==> config.mk <==
export PLATFORM = sky130hd
export DESIGN_NAME = pd_port_seq
export DESIGN_NICKNAME = d
export VERILOG_FILES = /design/src/rtl/pd_port_seq_pkg.sv /design/src/rtl/pd_seq_cmp.sv /design/src/rtl/pd_seq_qual.sv /design/src/rtl/pd_port_seq.sv
export SDC_FILE = /design/constraint.sdc
export NUM_CORES = 1
export LEC_CHECK = 0
export ABC_CLOCK_PERIOD_IN_PS = 2450
export BUFFER_PORTS_ARGS = -buffer_cell sky130_fd_sc_hd__buf_2
export CORE_MARGIN = 3
export CORE_UTILIZATION = 48
export CTS_CLUSTER_SIZE = 8
export DETAILED_ROUTE_END_ITERATION = 7
export PLACE_DENSITY_LB_ADDON = 0.05
export SYNTH_ARGS = -nofsm -noshare
export SYNTH_HDL_FRONTEND = slang
export SYNTH_HIERARCHICAL = 1
export SYNTH_SLANG_ARGS = --single-unit
==> constraint.sdc <==
create_clock -name clk -period 2.45 [get_ports clk]
set_clock_uncertainty 0.05 [all_clocks]
set_input_delay 0.49 -clock clk [delete_from_list [all_inputs] [get_ports clk]]
set_output_delay 0.49 -clock clk [all_outputs]
set_load 0.05 [all_outputs]
==> src/rtl/pd_port_seq_pkg.sv <==
package pd_port_seq_pkg;

    typedef enum logic [2:0] {
        ST_RESET    = 3'd0,
        ST_DETECT   = 3'd1,
        ST_CLASSIFY = 3'd2,
        ST_IDLE_HI  = 3'd3,
        ST_POWERED  = 3'd4
    } pd_state_e;

    typedef struct packed {
        logic low;      // below reset point
        logic in_win;   // inside detection window
        logic cls_on;   // above class-on point
        logic cls_off;  // above class-off point
        logic uv_rel;   // above rising lockout point
        logic uv_lock;  // below falling lockout point
    } pd_flags_t;

endpackage

==> src/rtl/pd_seq_cmp.sv <==
module pd_seq_cmp
    import pd_port_seq_pkg::*;
#(
    parameter int MV_W       = 16,
    parameter int RST_MV     = 2810,
    parameter int DET_LO_MV  = 2700,
    parameter int DET_HI_MV  = 10100,
    parameter int CLS_ON_MV  = 14500,
    parameter int CLS_OFF_MV = 20500,
    parameter int UVLO_R_MV  = 37000,
    parameter int UVLO_F_MV  = 32000
) (
    input  logic [MV_W-1:0] mv,
    output pd_flags_t       flags
);
    localparam logic [MV_W-1:0] L_RST   = MV_W'(RST_MV);
    localparam logic [MV_W-1:0] L_DLO   = MV_W'(DET_LO_MV);
    localparam logic [MV_W-1:0] L_DHI   = MV_W'(DET_HI_MV);
    localparam logic [MV_W-1:0] L_CON   = MV_W'(CLS_ON_MV);
    localparam logic [MV_W-1:0] L_COFF  = MV_W'(CLS_OFF_MV);
    localparam logic [MV_W-1:0] L_UVR   = MV_W'(UVLO_R_MV);
    localparam logic [MV_W-1:0] L_UVF   = MV_W'(UVLO_F_MV);

    always_comb begin
        flags.low     = (mv < L_RST);
        flags.in_win  = (mv >= L_DLO) && (mv <= L_DHI);
        flags.cls_on  = (mv > L_CON);
        flags.cls_off = (mv > L_COFF);
        flags.uv_rel  = (mv > L_UVR);
        flags.uv_lock = (mv < L_UVF);
    end

endmodule

==> src/rtl/pd_seq_qual.sv <==
module pd_seq_qual
    import pd_port_seq_pkg::*;
#(
    parameter int QUAL_N = 4
) (
    input  logic      clk,
    input  logic      rst_n,
    input  logic      valid,
    input  logic      want,
    input  pd_state_e cand,
    output logic      fire
);
    localparam int CW = (QUAL_N < 2) ? 1 : $clog2(QUAL_N + 1);
    localparam logic [CW-1:0] CNT_ONE = CW'(1);

    typedef struct packed {
        pd_state_e     pend;
        logic [CW-1:0] cnt;
    } qual_t;

    qual_t q_q, q_d;

    always_comb begin
        q_d  = q_q;
        fire = 1'b0;
        if (valid) begin
            if (!want) begin
                q_d.cnt = '0;
            end else if ((cand == q_q.pend) && (q_q.cnt != '0)) begin
                if (int'(q_q.cnt) + 1 >= QUAL_N) begin
                    fire    = 1'b1;
                    q_d.cnt = '0;
                end else begin
                    q_d.cnt = q_q.cnt + CNT_ONE;
                end
            end else begin
                q_d.pend = cand;
                if (QUAL_N <= 1) begin
                    fire    = 1'b1;
                    q_d.cnt = '0;
                end else begin
                    q_d.cnt = CNT_ONE;
                end
            end
        end
    end

    always_ff @(posedge clk or negedge rst_n) begin
        if (!rst_n) begin
            q_q <= '{pend: ST_RESET, cnt: '0};
        end else begin
            q_q <= q_d;
        end
    end

endmodule

==> src/rtl/pd_port_seq.sv <==
module pd_port_seq
    import pd_port_seq_pkg::*;
#(
    parameter int MV_W       = 16,
    parameter int QUAL_N     = 4,
    parameter int RST_MV     = 2810,
    parameter int DET_LO_MV  = 2700,
    parameter int DET_HI_MV  = 10100,
    parameter int CLS_ON_MV  = 14500,
    parameter int CLS_OFF_MV = 20500,
    parameter int UVLO_R_MV  = 37000,
    parameter int UVLO_F_MV  = 32000
) (
    input  logic            clk,
    input  logic            rst_n,
    input  logic            sample_valid,
    input  logic [MV_W-1:0] sample_mv,
    input  logic [1:0]      class_sel,
    output logic [2:0]      state_o,
    output logic            sig_en,
    output logic            cls_en,
    output logic [1:0]      cls_code,
    output logic            pwr_rel
);
    typedef struct packed {
        pd_state_e  st;
        logic [1:0] code;
        logic       win;
    } seq_t;

    seq_t      r_q, r_d;
    pd_flags_t flags;
    pd_state_e cand;
    logic      want;
    logic      fire;

    pd_seq_cmp #(
        .MV_W       (MV_W),
        .RST_MV     (RST_MV),
        .DET_LO_MV  (DET_LO_MV),
        .DET_HI_MV  (DET_HI_MV),
        .CLS_ON_MV  (CLS_ON_MV),
        .CLS_OFF_MV (CLS_OFF_MV),
        .UVLO_R_MV  (UVLO_R_MV),
        .UVLO_F_MV  (UVLO_F_MV)
    ) cmp_i (
        .mv    (sample_mv),
        .flags (flags)
    );

    // Candidate next state for the current sample; reset has top priority.
    always_comb begin
        cand = r_q.st;
        unique case (r_q.st)
            ST_RESET:    if (flags.in_win && !flags.low) cand = ST_DETECT;
            ST_DETECT:   if (flags.low) cand = ST_RESET;
                         else if (flags.cls_on) cand = ST_CLASSIFY;
            ST_CLASSIFY: if (flags.low) cand = ST_RESET;
                         else if (flags.cls_off || !flags.cls_on) cand = ST_IDLE_HI;
            ST_IDLE_HI:  if (flags.low) cand = ST_RESET;
                         else if (flags.uv_rel) cand = ST_POWERED;
            ST_POWERED:  if (flags.low) cand = ST_RESET;
                         else if (flags.uv_lock) cand = ST_IDLE_HI;
            default:     cand = ST_RESET;
        endcase
        want = (cand != r_q.st);
    end

    pd_seq_qual #(
        .QUAL_N (QUAL_N)
    ) qual_i (
        .clk   (clk),
        .rst_n (rst_n),
        .valid (sample_valid),
        .want  (want),
        .cand  (cand),
        .fire  (fire)
    );

    always_comb begin
        r_d = r_q;
        if (sample_valid) begin
            r_d.win = flags.in_win;
        end
        if (fire) begin
            r_d.st = cand;
            if (cand == ST_CLASSIFY) begin
                r_d.code = class_sel;
            end else if (cand == ST_RESET) begin
                r_d.code = 2'd0;
            end
        end
    end

    always_ff @(posedge clk or negedge rst_n) begin
        if (!rst_n) begin
            r_q <= '{st: ST_RESET, code: 2'd0, win: 1'b0};
        end else begin
            r_q <= r_d;
        end
    end

    assign state_o  = r_q.st;
    assign sig_en   = (r_q.st == ST_DETECT) && r_q.win;
    assign cls_en   = (r_q.st == ST_CLASSIFY);
    assign cls_code = r_q.code;
    assign pwr_rel  = (r_q.st == ST_POWERED);

endmodule

; ---- Word-level counts from Yosys, hierarchy flattened
; Cells that the tools add are included.
; Widths: inputs -> output; s select.
[classes]
addsub = 2
mul = 0
div_mod_pow = 0
order_cmp = 8
n_eq_ne = 7
shifts = 0
n_mux = 19
n_bitwise = 1
n_reduce_logical = 13
[op_table]
columns = op, n
row1 = $mux 3, 12
row2 = $ge 32x4->1 const B, 1
row3 = $ge 16x12->1 const B, 1
row4 = $gt 16x14->1 const B, 1
row5 = $gt 16x15->1 const B, 1
row6 = $gt 16x16->1 const B, 1
row7 = $le 16x14->1 const B, 1
row8 = $lt 16x12->1 const B, 1
row9 = $lt 16x15->1 const B, 1
row10 = $pmux 3 s5, 1
row11 = $eq 3x2->1 const B, 3
row12 = $logic_not 3->1, 2
row13 = $add 3x1->4 const B, 1
row14 = $logic_and 1x1->1, 4
row15 = $mux 1, 4
row16 = $mux 2, 2
row17 = $add 3x1->3 const B, 1
row18 = $eq 3x1->1 const B, 1
row19 = $eq 3x3->1, 1
row20 = $eq 3x3->1 const B, 1
row21 = $ne 3x3->1, 1
row22 = $reduce_and 3->1, 1
row23 = $reduce_bool 3->1, 1
row24 = $logic_not 1->1, 2
row25 = 4 further kinds, 4
[word_totals]
ff_bits = 12
latchBits = 0
ramBits = 0
rom_bits = 0
inputBits = 21
elab_cells = 55
mem_count = 0

; ---- Depth between registers and ports, before layout
[logic_depth]
depth_word = 12
ltp_mapped = 13
depth_no_buf = 13

; ---- Hierarchy
; The synthesis kept the hierarchy.
[by_module_without_submodules]
columns = mod, n_inst, cells_each, area_each_um2, seq_area_each_um2
row1 = pd_port_seq, 1, 58, 538.0, 150.1
row2 = pd_seq_qual, 1, 31, 354.1, 150.1
row3 = pd_seq_cmp, 1, 44, 315.3, 0.0

; ---- Worst setup path before layout
; No wires, ideal clock.
[synth_timing]
path_kind = input -> register
from = in sample_mv[0]
to = reg r_q (netlist bit cls_code[0])
setup_time_ps = 131
t_arrival_ps = 2986
t_required_ps = 2269
slack_ps = -718
cell_stages = 13
cell_sequence = o31a_1 > o41ai_2 > a21boi_1 > o31a_1 > a31oi_1 > and2_1 > and2_1 > xor2_1 > a2111oi_4 > nor3b_2 > inv_1 > a311oi_1 > o22ai_1
[synth_lines]
columns = item, line_no
row1 = from (decl), pd_port_seq.sv:17  ; input logic [MV_W-1:0] sample_mv,
row2 = to (signal assigned), pd_port_seq.sv:97  ; r_q <= '{st: ST_RESET, code: 2'd0, win: 1'b0};
row3 = to (signal assigned), pd_port_seq.sv:99  ; r_q <= r_d;
row4 = to (decl), pd_port_seq.sv:31  ; seq_t r_q, r_d;

==> results.yml <==
route:
  dr.pass1.iters: 4
  route.vias.total: 1321
  wl_um: 3460
  drt_iter0_drc: 52
  wl_per_cell_um: 15.2
  drc: 0
  viasPerCell: 5.82
  ant_nets: 0
timing:
  slew_headroom_pct: 62.5
  rsz0062_at_grt: "yes"
  fin_crit_sh_pct: 125
  clock.fmax_ghz: 0.327
  holdWs_ps: 31.5
  tightest_slew_ps: 556
  setup_viol: 10
  slew_violations: 0
  fin_ws_ps: -611
  finalHoldViolCount: 0
  min_period_ps: 3060
synthesis:
  ys_seq_elements: 12
  ys_types: 58
  synth_area_sq_um: 1210
  syn_inst: 133
  seq_area_frac_synth_pct: 24.9
  synth_top_area_cell: "dfrtp_1"
  synth_top_area_share_pct: 24.9
  syn_nets: 156
  synth-main-ff-cell: "dfrtp_1"
  synth_area_leaders: "dfrtp_1 25%, mux2_2 7.5%, buf_4 3.7%"
  synthArstFlopShare_pct: 100
  syn_avg_cell_area_sq_um: 9.08
  synth-edff-count: 0
  synth_warnings: 6
floorplanning:
  die-area_sq_um: 3150
  die_height_um: 56.2
  start_util_pct: 52.6
  num_rows: 17
  pin_count: 29
  coreArea_sq_um: 2300
  dieWidth_um: 56.2
worst_setup_path:
  worst_r2r_endpoint: "state_o[1]"
  cp.arrival_ps: 3170
  r2r-start: "state_o[1]"
  start_kind: "primary input"
  critPathMaxFanout: 3
  rr_worst_depth: 7
  cp-end-kind: "flop"
  worstSetupPathType: "in2reg"
  rrSetupSlack_ps: -150
  cp-startpoint: "sample_mv[0]"
  cp.required_ps: 2560
power:
  p_per_area_nw_per_um2: 324
  power.leakage_nw: 0.879
  p_switching_mw: 0.172
  seqPwrFrac_pct: 37.6
  intPower_mw: 0.409
  clock_power_share_pct: 26.5
  p_comb_share_pct: 35.9
  peakVddDrop_mv: 0.451
  swShare_pct: 29.6
final_layout:
  area_growth_pct: 48.2
  fill_cells: 172
  final_common_cell: "buf_4"
  final_nets: 223
  drive_gt1_share_pct: 54.8
  final_cell_mix: "41 x buf_4, 26 x buf_2, 12 x dfrtp_1, 7 x nor2_1"
  utilization_pct: 77.9
  diodes: 0
clock_network:
  clk-insertion-delay-late_ps: 270
  clockRootBuffer: "clkbuf_4"
  cts_tree: "yes"
  clockBufferDepth: 2
  numCtsBuffers: 3
  cts.htree.levels: 1
  path_clk_slew_ps: 70
  cts_hold_buf: 0
  clock-sinks: 12
grt:
  antenna_found_initial: 0
  grt_pass1_vias: 1323
  grt-ovfl-total: 0
  grt_use_total_pct: 22.8
  grt_pass1_wl_um: 5930
  grt_max_degree: 13
place:
  numPortBuffers: 28
  hpwl_um: 2630
  place_congestion: 0.867
run:
  timing.max_cap.violations: 0
status:
  violations: "negative setup slack"
  status: "finished, violations left"
min_path:
  hold_class: "in2async"
-- cell families (layout without fill, tap and decap cells) --
| group | count (synthesis) | count (layout) | share of synthesized area, % |
|---|---|---|---|
| XOR/XNOR | 3 | 3 | 2.18 |
| AO/OA/AOI/OAI | 41 | 41 | 28.4 |
| AND/OR/NAND/NOR | 51 | 51 | 27.4 |
| buffers and inverters | 15 | 81 | 6.84 |
| multiplexers | 9 | 9 | 8.29 |
| adder cells (fa/ha/maj) | 2 | 2 | 2.07 |
| flip-flops | 12 | 12 | 24.9 |
-- flip-flops by register name (all words and copies together), names as in the netlist --
register / cells
cls_code: 2
qual_i/q_q: 6
r_q: 1
state_o: 3
-- layer usage --
metal | GRT usage, % | part of all wire [%] | routed length (um) | vias to the layer above
met1 | 31.2 | 45 | 1550 | 641
li1 | - | - | - | 639
met3 | 5.34 | 5.3 | 184 | 2
met5 | 0 | 0 | 0 | -
met4 | 3.05 | 0.69 | 24 | 0
met2 | 37.4 | 49 | 1700 | 39
-- synth_stat cells, types with 2 or more instances --
library cell and number:
a2111oi_0 2, a21o_1 2, a21oi_1 4, a21oi_2 2
a31oi_1 2, and2_1 4, and3_1 2, buf_2 2
buf_4 6, dfrtp_1 12, ha_1 2, inv_1 6
mux2_2 8, nand2_1 8, nand2b_1 2, nand3_1 3
nand3b_1 2, nand4_1 2, nor2_1 7, nor3b_1 2
nor4_1 3, o21a_1 2, o21ai_0 6, o221ai_1 2
o22ai_1 2, o31a_1 2, or2_1 2, or3_1 2
xor2_1 3
-- worst max-delay path, cell delays in order --
cell	delay, ps
buf_8	100
o31a_1	290
o41ai_2	220
a21boi_1	110
o31a_1	280
buf_4	150
nand4b_1	130
a21oi_4	80
xor2_1	190
a2111oi_4	380
nor3b_4	290
buf_6	160
mux2_4	300
-- power groups by stage --
| stage | logic (mW) | registers, mW | clock network (mW) |
|---|---|---|---|
| 6_report | 0.208 | 0.218 | 0.154 |
| 5_1_grt | 0.227 | 0.220 | 0.170 |
| 4_1_cts | 0.194 | 0.218 | 0.159 |
| 3_5_place_dp | 0.182 | 0.222 | 0 |
| 3_3_place_gp | 0.176 | 0.221 | 0 |
| 2_1_floorplan | 0.0997 | 0.221 | 0 |
-- layout make-up --
cell class / instances / area [sq um] / area share (%)
inverter: 6 / 22.5 / 1.26
sequential: 12 / 300 / 16.8
clock buffer: 4 / 36.3 / 2.03
multi-input combinational: 106 / 908 / 50.8
timing repair buffer: 71 / 487 / 27.2
tap: 28 / 35.0 / 1.96
-- how the worst max path moves through the flow --
stage                  endpoint  slack (ps)  depth (start not counted)
floorplan           cls_code[0]        -590                         13
global placement    cls_code[0]        -860                         14
detailed placement  cls_code[1]       -1080                         14
CTS                  state_o[2]        -590                         14
global route        cls_code[0]        -740                         14
finish               state_o[1]        -610                         13
-- metrics by stage --
stage / cells / setup TNS [ps] / power (mW) / setup WS, ps / area [sq um]
finish: 227 / -4470 / 0.580 / -611 / 1790
global route: 227 / -5890 / 0.617 / -736 / 1790
CTS: 225 / -4370 / 0.571 / -591 / 1730
detailed placement: 217 / -8250 / 0.405 / -1080 / 1630
global placement: 217 / -6970 / 0.397 / -858 / 1630
floorplan: 133 / -3720 / 0.320 / -589 / 1240
-- repair_timing --
action	4_1_cts	5_1_grt
pin swaps	3	4
endpoints found under the setup margin	10	10
gates resized for setup	11	8
setup buffers	4	2
hold endpoints to repair	0	0
Power figures use the tool's default switching activity.
